**src/rtl/thread_ctx_pkg.sv**
```systemverilog
package thread_ctx_pkg;

   // state codes seen on the ctx_state port
   typedef enum logic [1:0] {
      CTX_UNALLOC = 2'd0,
      CTX_ACTIVE  = 2'd1,
      CTX_SUSP    = 2'd2,
      CTX_HALTED  = 2'd3
   } ctx_state_e;

   localparam int unsigned CTX_STATE_W = 2;

   // decoded command for one cycle after priority resolution
   typedef enum logic [2:0] {
      OP_NONE  = 3'd0,
      OP_START = 3'd1,
      OP_PAUSE = 3'd2,
      OP_FREE  = 3'd3,
      OP_STOP  = 3'd4
   } ctx_op_e;

endpackage

```
**src/rtl/ctx_slot.sv**
```systemverilog
module ctx_slot
   import thread_ctx_pkg::*;
#(
   parameter int unsigned DLY_W = 4
) (
   input  logic             clk,
   input  logic             rst_n,
   input  logic             act_i,
   input  logic [DLY_W-1:0] dly_i,
   input  logic             susp_i,
   input  logic             free_i,
   input  logic             halt_i,
   output ctx_state_e       state_o,
   output logic             exec_en_o
);

   localparam logic [DLY_W-1:0] ONE = DLY_W'(1);

   ctx_state_e       st_q;
   logic             pend_q;
   logic [DLY_W-1:0] cnt_q;
   ctx_op_e          op;
   logic [DLY_W-1:0] load_val;

   // priority stop > free > pause > start
   always_comb begin
      if (halt_i)      op = OP_STOP;
      else if (free_i) op = OP_FREE;
      else if (susp_i) op = OP_PAUSE;
      else if (act_i)  op = OP_START;
      else             op = OP_NONE;
   end

   // a zero delay is raised to one cycle
   assign load_val = (dly_i == '0) ? ONE : dly_i;

   always_ff @(posedge clk or negedge rst_n) begin
      if (!rst_n) begin
         st_q   <= CTX_UNALLOC;
         pend_q <= 1'b0;
         cnt_q  <= '0;
      end else if (st_q != CTX_HALTED) begin
         unique case (op)
            OP_STOP: begin
               st_q   <= CTX_HALTED;
               pend_q <= 1'b0;
            end
            OP_FREE: begin
               st_q   <= CTX_UNALLOC;
               pend_q <= 1'b0;
            end
            OP_PAUSE: begin
               st_q   <= CTX_SUSP;
               pend_q <= 1'b0;
            end
            OP_START: begin
               pend_q <= 1'b1;
               cnt_q  <= load_val;
            end
            default: begin
               if (pend_q) begin
                  if (cnt_q == ONE) begin
                     st_q   <= CTX_ACTIVE;
                     pend_q <= 1'b0;
                  end else begin
                     cnt_q <= cnt_q - ONE;
                  end
               end
            end
         endcase
      end
   end

   assign state_o   = st_q;
   assign exec_en_o = (st_q == CTX_ACTIVE);


   halted_sticky_chk: assert property (@(posedge clk) disable iff (!rst_n)
      st_q == CTX_HALTED |=> st_q == CTX_HALTED);


   stop_takes_chk: assert property (@(posedge clk) disable iff (!rst_n)
      halt_i |=> st_q == CTX_HALTED);


   free_takes_chk: assert property (@(posedge clk) disable iff (!rst_n)
      (free_i && !halt_i && st_q != CTX_HALTED) |=> st_q == CTX_UNALLOC);


   act_from_pend_chk: assert property (@(posedge clk) disable iff (!rst_n)
      $rose(exec_en_o) |-> $past(pend_q));


   pend_cnt_nonzero_chk: assert property (@(posedge clk) disable iff (!rst_n)
      pend_q |-> cnt_q != '0);

endmodule

```
**src/rtl/halt_reduce.sv**
```systemverilog
module halt_reduce #(
   parameter int unsigned NUM_CTX = 4
) (
   input  logic               clk,
   input  logic               rst_n,
   input  logic [NUM_CTX-1:0] halted_i,
   output logic               all_o
);

   assign all_o = &halted_i;

   // once every context is halted the flag never drops
   all_halted_sticky_chk: assert property (@(posedge clk) disable iff (!rst_n)
      all_o |=> all_o);

endmodule

```
**src/rtl/thread_run_ctrl.sv**
```systemverilog
module thread_run_ctrl
   import thread_ctx_pkg::*;
#(
   parameter int unsigned NUM_CTX = 4,
   parameter int unsigned DLY_W   = 4
) (
   input  logic                       clk,
   input  logic                       rst_n,
   input  logic [NUM_CTX-1:0]         act_req,
   input  logic [NUM_CTX*DLY_W-1:0]   act_delay,
   input  logic [NUM_CTX-1:0]         susp_req,
   input  logic [NUM_CTX-1:0]         free_req,
   input  logic [NUM_CTX-1:0]         halt_req,
   output logic [NUM_CTX*2-1:0]       ctx_state,
   output logic [NUM_CTX-1:0]         exec_en,
   output logic                       all_halted
);

   localparam int unsigned SW = CTX_STATE_W;

   generate
      if (NUM_CTX < 1) begin : g_bad_ctx
         $error("thread_run_ctrl: NUM_CTX must be at least 1");
      end
      if (DLY_W < 1 || DLY_W > 16) begin : g_bad_dly
         $error("thread_run_ctrl: DLY_W must lie in 1..16");
      end
   endgenerate

   logic [NUM_CTX-1:0] halted;

   for (genvar i = 0; i < NUM_CTX; i++) begin : g_ctx
      ctx_state_e st;

      ctx_slot #(.DLY_W(DLY_W)) u_slot (
         .clk       (clk),
         .rst_n     (rst_n),
         .act_i     (act_req[i]),
         .dly_i     (act_delay[i*DLY_W +: DLY_W]),
         .susp_i    (susp_req[i]),
         .free_i    (free_req[i]),
         .halt_i    (halt_req[i]),
         .state_o   (st),
         .exec_en_o (exec_en[i])
      );

      assign ctx_state[i*SW +: SW] = st;
      assign halted[i]             = (st == CTX_HALTED);


      exec_en_match_chk: assert property (@(posedge clk) disable iff (!rst_n)
         exec_en[i] |-> ctx_state[i*SW +: SW] == 2'd1);
   end

   halt_reduce #(.NUM_CTX(NUM_CTX)) u_term (
      .clk      (clk),
      .rst_n    (rst_n),
      .halted_i (halted),
      .all_o    (all_halted)
   );

endmodule

```
**config.mk**
```make
export PLATFORM = sky130hd
export DESIGN_NAME = thread_run_ctrl
export DESIGN_NICKNAME = d
export VERILOG_FILES = /design/src/rtl/thread_ctx_pkg.sv /design/src/rtl/ctx_slot.sv /design/src/rtl/halt_reduce.sv /design/src/rtl/thread_run_ctrl.sv
export SDC_FILE = /design/constraint.sdc
export NUM_CORES = 1
export LEC_CHECK = 0
export BUFFER_PORTS_ARGS = -buffer_cell sky130_fd_sc_hd__buf_2
export CAP_MARGIN = 10
export CORE_AREA = 2 2 65 67
export CTS_CLUSTER_SIZE = 40
export DETAILED_ROUTE_END_ITERATION = 16
export DIE_AREA = 0 0 67 69
export MAX_ROUTING_LAYER = met4
export PLACE_DENSITY = 0.76
export REMOVE_ABC_BUFFERS = 1
export SYNTH_ARGS = -nofsm -noshare
export SYNTH_HDL_FRONTEND = slang
export SYNTH_SLANG_ARGS = --single-unit
```
**constraint.sdc**
```tcl
create_clock -name clk -period 1.6 [get_ports clk]
set_input_delay 0.32 -clock clk [delete_from_list [all_inputs] [get_ports clk]]
set_output_delay 0.32 -clock clk [all_outputs]
set_load 0.02 [all_outputs]
```
==> results of run 1 <==
[through the flow]
stage               power (mW)    TNS, ns
CTS                      2.234  -0.005073
detailed placement       1.690     -1.084
global route             2.478    -0.8633
floorplan                1.315     -3.635
global placement         1.652    -0.5295
finish                   2.302    -0.2677
[power by group through the flow]
stage                     logic, mW  registers (mW)  clock network (mW)
after floorplan               0.394           0.921                   0
after global placement        0.752           0.900                   0
after detailed placement      0.785           0.905                   0
after CTS                     0.951           0.906               0.378
after global routing           1.12           0.941               0.414
final                          1.01           0.925               0.364
[registers in the layout, summed over array words and instances (netlist names)]
register	count
g_ctx.u_slot.state_o	8
g_ctx.u_slot.cnt_q	16
g_ctx.u_slot.pend_q	4
[final cells by class]
class	count	area, µm²
clock buffer	3	41.29
inverter	13	48.80
timing repair buffer	95	619.3
tap	50	62.56
multi-input combinational	142	1109
fill	319	1330
sequential	28	703.2
[path summary, 6_finish.rpt]
path                                             from                          to  slack (ns)
max in group asynchronous                       rst_n  g_ctx[3].u_slot.state_o[0]        1.13
hold / removal                                  rst_n    g_ctx[2].u_slot.cnt_q[2]        0.05
min in group clk                          free_req[0]  g_ctx[0].u_slot.state_o[1]        0.26
setup / recovery             g_ctx[1].u_slot.cnt_q[1]    g_ctx[1].u_slot.cnt_q[1]       -0.07
setup reg to reg             g_ctx[1].u_slot.cnt_q[1]    g_ctx[1].u_slot.cnt_q[1]       -0.07
hold reg to reg            g_ctx[0].u_slot.state_o[0]  g_ctx[0].u_slot.state_o[1]        0.54
[routing by layer]
| metal | routed length (µm) | up-vias | global-route usage [%] |
|---|---|---|---|
| met2 | 2224 | 49 | 34.43 |
| met1 | 1861 | 836 | 23.87 |
| li1 | - | 888 | - |
| met5 | 0 | - | - |
| met3 | 190 | 4 | 3.915 |
| met4 | 32 | 0 | 4.535 |
[placed cells by master (no fill, tap or decap), types with 4 or more instances in the layout]
master,synthesis,routed
ha_1,8,6
a22o_1,7,7
o211ai_1,8,8
a21oi_1,11,10
o21ai_0,12,9
buf_6,0,5
o21ai_1,8,10
nand2_1,19,18
nor4b_4,2,5
buf_2,2,45
nor2_1,12,12
nor3_1,9,8
nand2b_1,6,6
buf_4,4,45
inv_1,13,11
o21bai_1,4,4
dfrtp_1,28,26
[timing repair]
action,in CTS,in global routing
pin swaps,9,12
hold buffers,0,0
gates resized for setup,20,12
buffers inserted,14,3
setup endpoints to repair,14,16
[cell families (layout without fill, tap and decap cells)]
logic type / Yosys count / in the layout / synth area share [%]
multiplexers: 3 / 3 / 1.895
flip-flops: 28 / 28 / 39.30
buffers and inverters: 19 / 111 / 4.983
AO/OA/AOI/OAI: 66 / 66 / 25.05
adder cells (fa/ha/maj): 8 / 8 / 5.614
AND/OR/NAND/NOR: 65 / 65 / 23.16
==> metrics.csv, run 1 <==
metric,value,unit
io_pins,47,
antenna_found_initial,0,
whs,0.04676,ns
worstSetupPathType,reg -> reg,
fin_worst_skew,0.003261,ns
path_cells,"inv_2, ha_4, nor4b_4, nor4bb_4, buf_4, mux2_4",
async_flop_share,100.0,%
track_usage,20.04,%
cp.arrival,1.83,ns
drive_gt1_share,44.13,%
rows,23,
timing.final.crit_share,104.4,%
clock_sinks,28,
final_util,66.02,%
synth_flop_cell,dfrtp_1,
p_per_area,891.0,nW/µm²
outcome,finished with violations,
drt_first_pass_iters,4,
period_needed,1.670,ns
cpMaxStageDelayCell,dfrtp_1,
synth_cells,189,
grt_setup_unrepaired,true,
timing.fmax,598.6,MHz
dp_slack,-0.1614,ns
die_w,67,µm
cts_buffer_depth,2,
dieHeight,69,µm
hp-class,in -> async,
p_switching,0.7515,mW
antenna_cells,0,
stdcell_count,331,
stdcell_area,2584,µm²
core-area,3914,µm²
switching_share,32.64,%
tightest_slew,0.5983,ns
ys_top_cells_by_count,"dfrtp_1, nand2_1, inv_1, nor2_1, o21ai_0",
worstSetupPathDepth,6,
slew_headroom,60.11,%
synth.ff_latch_count,28,
worst_ir_drop_vdd,0.0005585,V
violations,negative setup slack,
p_seq_share,40.2,%
critical-path-top-delay-family,simple AND/OR/NAND/NOR gates,
grt_overflow,0,
drtIter0Drc,117,
ys_types,39,
synth_edf_count,0,
dpl.hpwl,3.134,mm
start_util,45.56,%
avgSynthCellArea,9.434,µm²
setup_viol,5,
slowest_delay,0.38,ns
critical_path_buf_inv_count,2,
clkPwrFrac,15.8,%
cp.required,1.76,ns
place_inst,315,
worstRegToRegCells,6,
seq_area_frac_synth,39.30,%
placed_area,2306,µm²
cap_violations,0,
synth_area_leaders,"dfrtp_1, ha_1, nand2_1",
globalplace.congestion,0.8527,
via_count,1777,
final_antenna_net_count,0,
cts_buffers,3,
routed_via_density,5.369,
crit_path_start_kind,flop,
numPortBuffers,46,
die-area,4623,µm²
hold_viol_final,0,
grt_max_degree,29,
intPower,1.551,mW
clk_pin_slew_worst_paths,0.09,ns
yosysWarnings,0,
synth_top_cell_by_area,dfrtp_1,
drc_errors,0,
synth.top_cell.area_share,39.30,%
synth.most_common_cell,dfrtp_1,
syn_to_final_growth,44.91,%
syn_area,1783,µm²
clkLatencyLatePin,0.26,ns
endpoint_kind,flop,
grt_pass1_vias,1778,
h-tree-depth,1,
slew_violations,0,
wl_per_cell,13.02,µm
p_comb_share,44.0,%
cts_tree,done,
crit_fanout,3,
p_leak,1.198,nW
fin_ws,-0.07046,ns
cts_root_buf,clkbuf_8,
fin_nets,325,
routed_wl,4.309,mm
grt_pass1_wl,7.300,mm
No activity file was read; power rests on OpenSTA's default activity.
==> run 2, diff against run 1 <==
--- a/config.mk
+++ b/config.mk
@@ -13,7 +13,6 @@
 export DIE_AREA = 0 0 67 69
 export MAX_ROUTING_LAYER = met4
 export PLACE_DENSITY = 0.76
-export REMOVE_ABC_BUFFERS = 1
 export SYNTH_ARGS = -nofsm -noshare
 export SYNTH_HDL_FRONTEND = slang
 export SYNTH_SLANG_ARGS = --single-unit
==> run 2 against run 1 <==
Compared with the run above:
- the flow still finishes with violations (negative setup slack)
- wire length decreased by 0.56%
- highest routed layer unchanged
- largest cell class unchanged
- power increased by 12%
- first-iteration DRC count decreased by 24%
- worst hold slack improved by 0.0035 ns
- worst setup slack improved by 0.045 ns
- register-to-register slack improved by 0.05 ns
- clock-buffer cell count unchanged
==> metrics.csv, run 2 (synthesized netlist as in run 1, its figures left out) <==
metric,value,unit
outcome,finished with violations,
violations,negative setup slack,
regMostFlops,g_ctx.u_slot.cnt_q,
cp.required,1.77,ns
hold_viol_final,0,
wl_per_cell,12.91,µm
globalplace.congestion,0.8331,
cap_violations,0,
fin_setup_tns,-0.03742,ns
p_switching,0.7999,mW
tightest_slew,0.6092,ns
antenna_found_initial,0,
grt_overflow,0,
grt_setup_unrepaired,true,
worst_ir_drop_vdd,0.0005154,V
place_inst,312,
timing.final.crit_share,101.6,%
die-area,4623,µm²
core-area,3914,µm²
layout_common_cells,"buf_4, buf_2, dfrtp_1, nand2_1, nor2_1",
slowest_delay,0.42,ns
crit_path_start_kind,flop,
largest_reg_flops,16,
routed_wl,4.285,mm
path_cells,"ha_4, nor4b_4, nor4bb_2, buf_4, mux2_4",
grt_pass1_wl,7.307,mm
worstSetupPathType,reg -> reg,
cts_tree,done,
grt_pass1_vias,1719,
drive_gt1_share,44.68,%
stdcell_count,332,
p_per_area,986.4,nW/µm²
p_comb_share,42.4,%
drc_errors,0,
fill_cells,319,
clk_pin_slew_worst_paths,0.10,ns
drtIter0Drc,89,
rows,23,
fin_nets,325,
clkLatencyLatePin,0.27,ns
cts_buffers,3,
h-tree-depth,1,
routed_via_density,5.316,
final_antenna_net_count,0,
timing.fmax,615.4,MHz
clkPwrFrac,21.7,%
fin_ws,-0.02496,ns
intPower,1.771,mW
cts_buffer_depth,2,
p_seq_share,35.8,%
start_util,45.56,%
syn_nets,231,
slew_violations,0,
die_w,67,µm
cts_root_buf,clkbuf_8,
period_needed,1.625,ns
dpl.hpwl,2.986,mm
clock_sinks,28,
power,2.571,mW
switching_share,31.11,%
cpMaxStageDelayCell,dfrtp_1,
via_count,1765,
dieHeight,69,µm
setup_viol,4,
hp-class,in -> async,
numPortBuffers,46,
ctsHoldBuffers,0,
track_usage,20.01,%
cp.arrival,1.79,ns
grt_max_degree,29,
slew_headroom,59.39,%
syn_to_final_growth,46.18,%
whs,0.05028,ns
io_pins,47,
antenna_cells,0,
drt_first_pass_iters,4,
endpoint_kind,flop,
p_leak,1.201,nW
crit_fanout,6,
layout_commonest_cell,buf_4,
fin_worst_skew,0.007406,ns
-- run 2: layer usage --
| metal | vias up | wire (µm) | global-route usage [%] | share of wire (%) |
|---|---|---|---|---|
| li1 | 880 | - | - | - |
| met1 | 837 | 1900 | 25.76 | 44 |
| met2 | 42 | 2167 | 33.44 | 51 |
| met3 | 6 | 175 | 2.610 | 4.1 |
| met4 | 0 | 41 | 4.082 | 0.96 |
| met5 | - | 0 | - | 0 |
-- run 2: what timing repair did --
action | 4_1_cts | 5_1_grt
buffers inserted | 13 | 4
pin swaps | 11 | 9
gates resized for setup | 21 | 10
setup endpoints to repair | 12 | 13
-- run 2: through the flow --
| stage | setup slack [ns] | area, µm² | utilization, % |
|---|---|---|---|
| final | -0.02496 | 2606 | 66.59 |
| after global routing | -0.1177 | 2606 | 66.59 |
| after CTS | -0.01909 | 2544 | 64.99 |
| after detailed placement | -0.1504 | 2283 | 58.34 |
| after global placement | -0.09320 | 2283 | 58.34 |
| after floorplan | 0.009743 | 1783 | - |
-- run 2: layout make-up --
cell class                 instances  area [µm²]  area share (%)
timing repair buffer              95       615.6           23.62
clock inverter                     1       30.03           1.152
multi-input combinational        142        1106           42.44
inverter                          13       48.80           1.872
sequential                        28       701.9           26.93
clock buffer                       3       41.29           1.584
tap                               50       62.56           2.400
-- run 2: power by group through the flow --
stage	sequential, mW	clock (mW)	combinational [mW]
floorplan	0.921	0	0.398
global placement	0.908	0	0.723
detailed placement	0.914	0	0.742
CTS	0.911	0.564	0.974
global route	0.933	0.601	1.20
finish	0.921	0.559	1.09
-- run 2: path summary, 6_finish.rpt --
| check | from | end | slack, ns | cells after the start |
|---|---|---|---|---|
| min reg2reg | g_ctx[1].u_slot.state_o[1] | g_ctx[1].u_slot.state_o[1] | 0.53 | 2 |
| min in group clk | free_req[0] | g_ctx[0].u_slot.state_o[1] | 0.26 | 2 |
| max reg2reg | g_ctx[1].u_slot.cnt_q[0] | g_ctx[1].u_slot.cnt_q[1] | -0.02 | 5 |
| max | g_ctx[1].u_slot.cnt_q[0] | g_ctx[1].u_slot.cnt_q[1] | -0.02 | 5 |
| min | rst_n | g_ctx[2].u_slot.cnt_q[2] | 0.05 | 1 |
| max in group asynchronous | rst_n | g_ctx[3].u_slot.state_o[0] | 1.12 | 1 |
-- run 2: critical path: cells and delay by family (launching register included) --
kind                     cells  cell delay (ns)
flip-flops                   1             0.42
multiplexers                 1             0.30
buffers and inverters        1             0.21
adder cells (fa/ha/maj)      1             0.16
AND/OR/NAND/NOR              2             0.44
==> run 3, diff against run 2 <==
--- a/config.mk
+++ b/config.mk
@@ -5,6 +5,7 @@
 export SDC_FILE = /design/constraint.sdc
 export NUM_CORES = 1
 export LEC_CHECK = 0
+export ABC_CLOCK_PERIOD_IN_PS = 1600
 export BUFFER_PORTS_ARGS = -buffer_cell sky130_fd_sc_hd__buf_2
 export CAP_MARGIN = 10
 export CORE_AREA = 2 2 65 67
@@ -13,6 +14,7 @@
 export DIE_AREA = 0 0 67 69
 export MAX_ROUTING_LAYER = met4
 export PLACE_DENSITY = 0.76
+export RECOVER_POWER = 50
 export SYNTH_ARGS = -nofsm -noshare
 export SYNTH_HDL_FRONTEND = slang
 export SYNTH_SLANG_ARGS = --single-unit
==> run 3 against run 2 <==
Compared with the run above:
- the run still ends with negative setup slack left
- first-iteration DRC count is the same
- die area is the same
- global-route usage is the same
- non-clock buffer count is the same
- final cell count is the same
- sequential share of layout area is the same
- combinational power is essentially flat
- power is essentially flat
- clock skew is the same
- largest cell class unchanged
==> metrics.csv, run 3 (synthesized netlist as in run 1, its figures left out) <==
metric,value,unit
largest_reg_flops,16,
fin_ws,-0.02496,ns
drt_first_pass_iters,4,
routed_wl,4.284,mm
fill_cells,319,
rows,23,
ctsHoldBuffers,0,
critical-path-top-delay-family,simple AND/OR/NAND/NOR gates,
via_count,1765,
dpl.hpwl,2.986,mm
cp.required,1.77,ns
wl_per_cell,12.90,µm
layout_common_cells,"buf_4, buf_2, dfrtp_1, nand2_1, nor2_1",
slew_headroom,54.53,%
drtIter0Drc,89,
cts_root_buf,clkbuf_8,
drive_gt1_share,44.68,%
violations,negative setup slack,
outcome,finished with violations,
timing.fmax,615.4,MHz
antenna_found_initial,0,
crit_path_start_kind,flop,
cp.arrival,1.79,ns
clk_pin_slew_worst_paths,0.10,ns
slew_violations,0,
grt_pass1_vias,1719,
stdcell_area,2606,µm²
placed_area,2283,µm²
cts_tree,done,
setup_viol,4,
syn_nets,231,
crit_fanout,6,
worst_ir_drop_vdd,0.0005154,V
cts_buffer_depth,2,
start_util,45.56,%
worstSetupPathDepth,5,
routed_via_density,5.316,
syn_to_final_growth,46.18,%
grt_pass1_wl,7.307,mm
worstRegToRegCells,5,
path_cells,"ha_4, nor4b_4, nor4bb_2, buf_4, mux2_4",
core-area,3914,µm²
grt_setup_unrepaired,true,
clock_sinks,28,
fin_nets,325,
layout_commonest_cell,buf_4,
worstSetupPathType,reg -> reg,
power,2.571,mW
hold_viol_final,0,
regMostFlops,g_ctx.u_slot.cnt_q,
grt_overflow,0,
period_needed,1.625,ns
critical_path_buf_inv_count,1,
fin_worst_skew,0.007406,ns
stdcell_count,332,
drc_errors,0,
die_w,67,µm
fin_setup_tns,-0.03742,ns
tightest_slew,0.6820,ns
grt_max_degree,29,
final_antenna_net_count,0,
place_inst,312,
p_per_area,986.4,nW/µm²
p_leak,1.201,nW
cpMaxStageDelayCell,dfrtp_1,
track_usage,20.01,%
antenna_cells,0,
cap_violations,0,
h-tree-depth,1,
slowest_delay,0.42,ns
dieHeight,69,µm
globalplace.congestion,0.8331,
cts_buffers,3,
io_pins,47,
die-area,4623,µm²
timing.final.crit_share,101.6,%
numPortBuffers,46,
clkLatencyLatePin,0.27,ns
endpoint_kind,flop,
hp-class,in -> async,
==> run 3: final cells by class <==
class / instances / area, µm² / area share (%)
clock buffers: 3 / 41.29 / 1.584
clock inverters: 1 / 30.03 / 1.152
inverters: 13 / 48.80 / 1.872
multi-input cells: 142 / 1106 / 42.44
flip-flops and latches: 28 / 701.9 / 26.93
well taps: 50 / 62.56 / 2.400
repair buffers: 95 / 615.6 / 23.62
==> run 3: worst paths after layout <==
path                                                 start                    endpoint  slack [ns]
worst max-delay path              g_ctx[1].u_slot.cnt_q[0]    g_ctx[1].u_slot.cnt_q[1]       -0.02
worst min-delay path                                 rst_n    g_ctx[2].u_slot.cnt_q[2]        0.07
worst max register to register    g_ctx[1].u_slot.cnt_q[0]    g_ctx[1].u_slot.cnt_q[1]       -0.02
worst min register to register  g_ctx[1].u_slot.state_o[1]  g_ctx[1].u_slot.state_o[1]        0.53
max in group asynchronous                            rst_n  g_ctx[3].u_slot.state_o[0]        1.05
min in group clk                               free_req[0]  g_ctx[0].u_slot.state_o[1]        0.26
==> run 3: worst register-to-register path, cell delays in order (launching register included) <==
cell      delay, ns
dfrtp_1        0.42
ha_4           0.16
nor4b_4        0.13
nor4bb_2       0.31
buf_4          0.21
mux2_4         0.30
==> run 3: timing repair <==
action | in CTS | in global routing
gates resized for setup | 21 | 10
endpoints found under the setup margin | 12 | 13
pin swaps | 11 | 9
hold endpoints to repair | 0 | 0
buffers inserted | 13 | 4
==> run 3: stage by stage <==
| step | setup WS, ns | hold slack, ns | utilization, % |
|---|---|---|---|
| floorplan | 0.009743 | 0.02441 | - |
| global placement | -0.09320 | 0.3677 | 58.34 |
| detailed placement | -0.1504 | 0.3690 | 58.34 |
| CTS | -0.01909 | 0.07413 | 64.99 |
| global route | -0.1177 | 0.1250 | 66.59 |
| finish | -0.02496 | 0.07268 | 66.59 |
==> run 3: layer usage <==
layer,GRT usage [%],wire length [µm],up-vias
li1,-,-,880
met1,25.76,1901,837
met2,33.44,2167,42
met3,2.610,175,6
met4,4.082,41,0
met5,-,0,-
==> run 3: power breakdown <==
| part | switching [mW] | internal (mW) |
|---|---|---|
| combinational | 0.469 | 0.622 |
| sequential | 0.107 | 0.814 |
| clock | 0.224 | 0.335 |
| total | 0.800 | 1.77 |
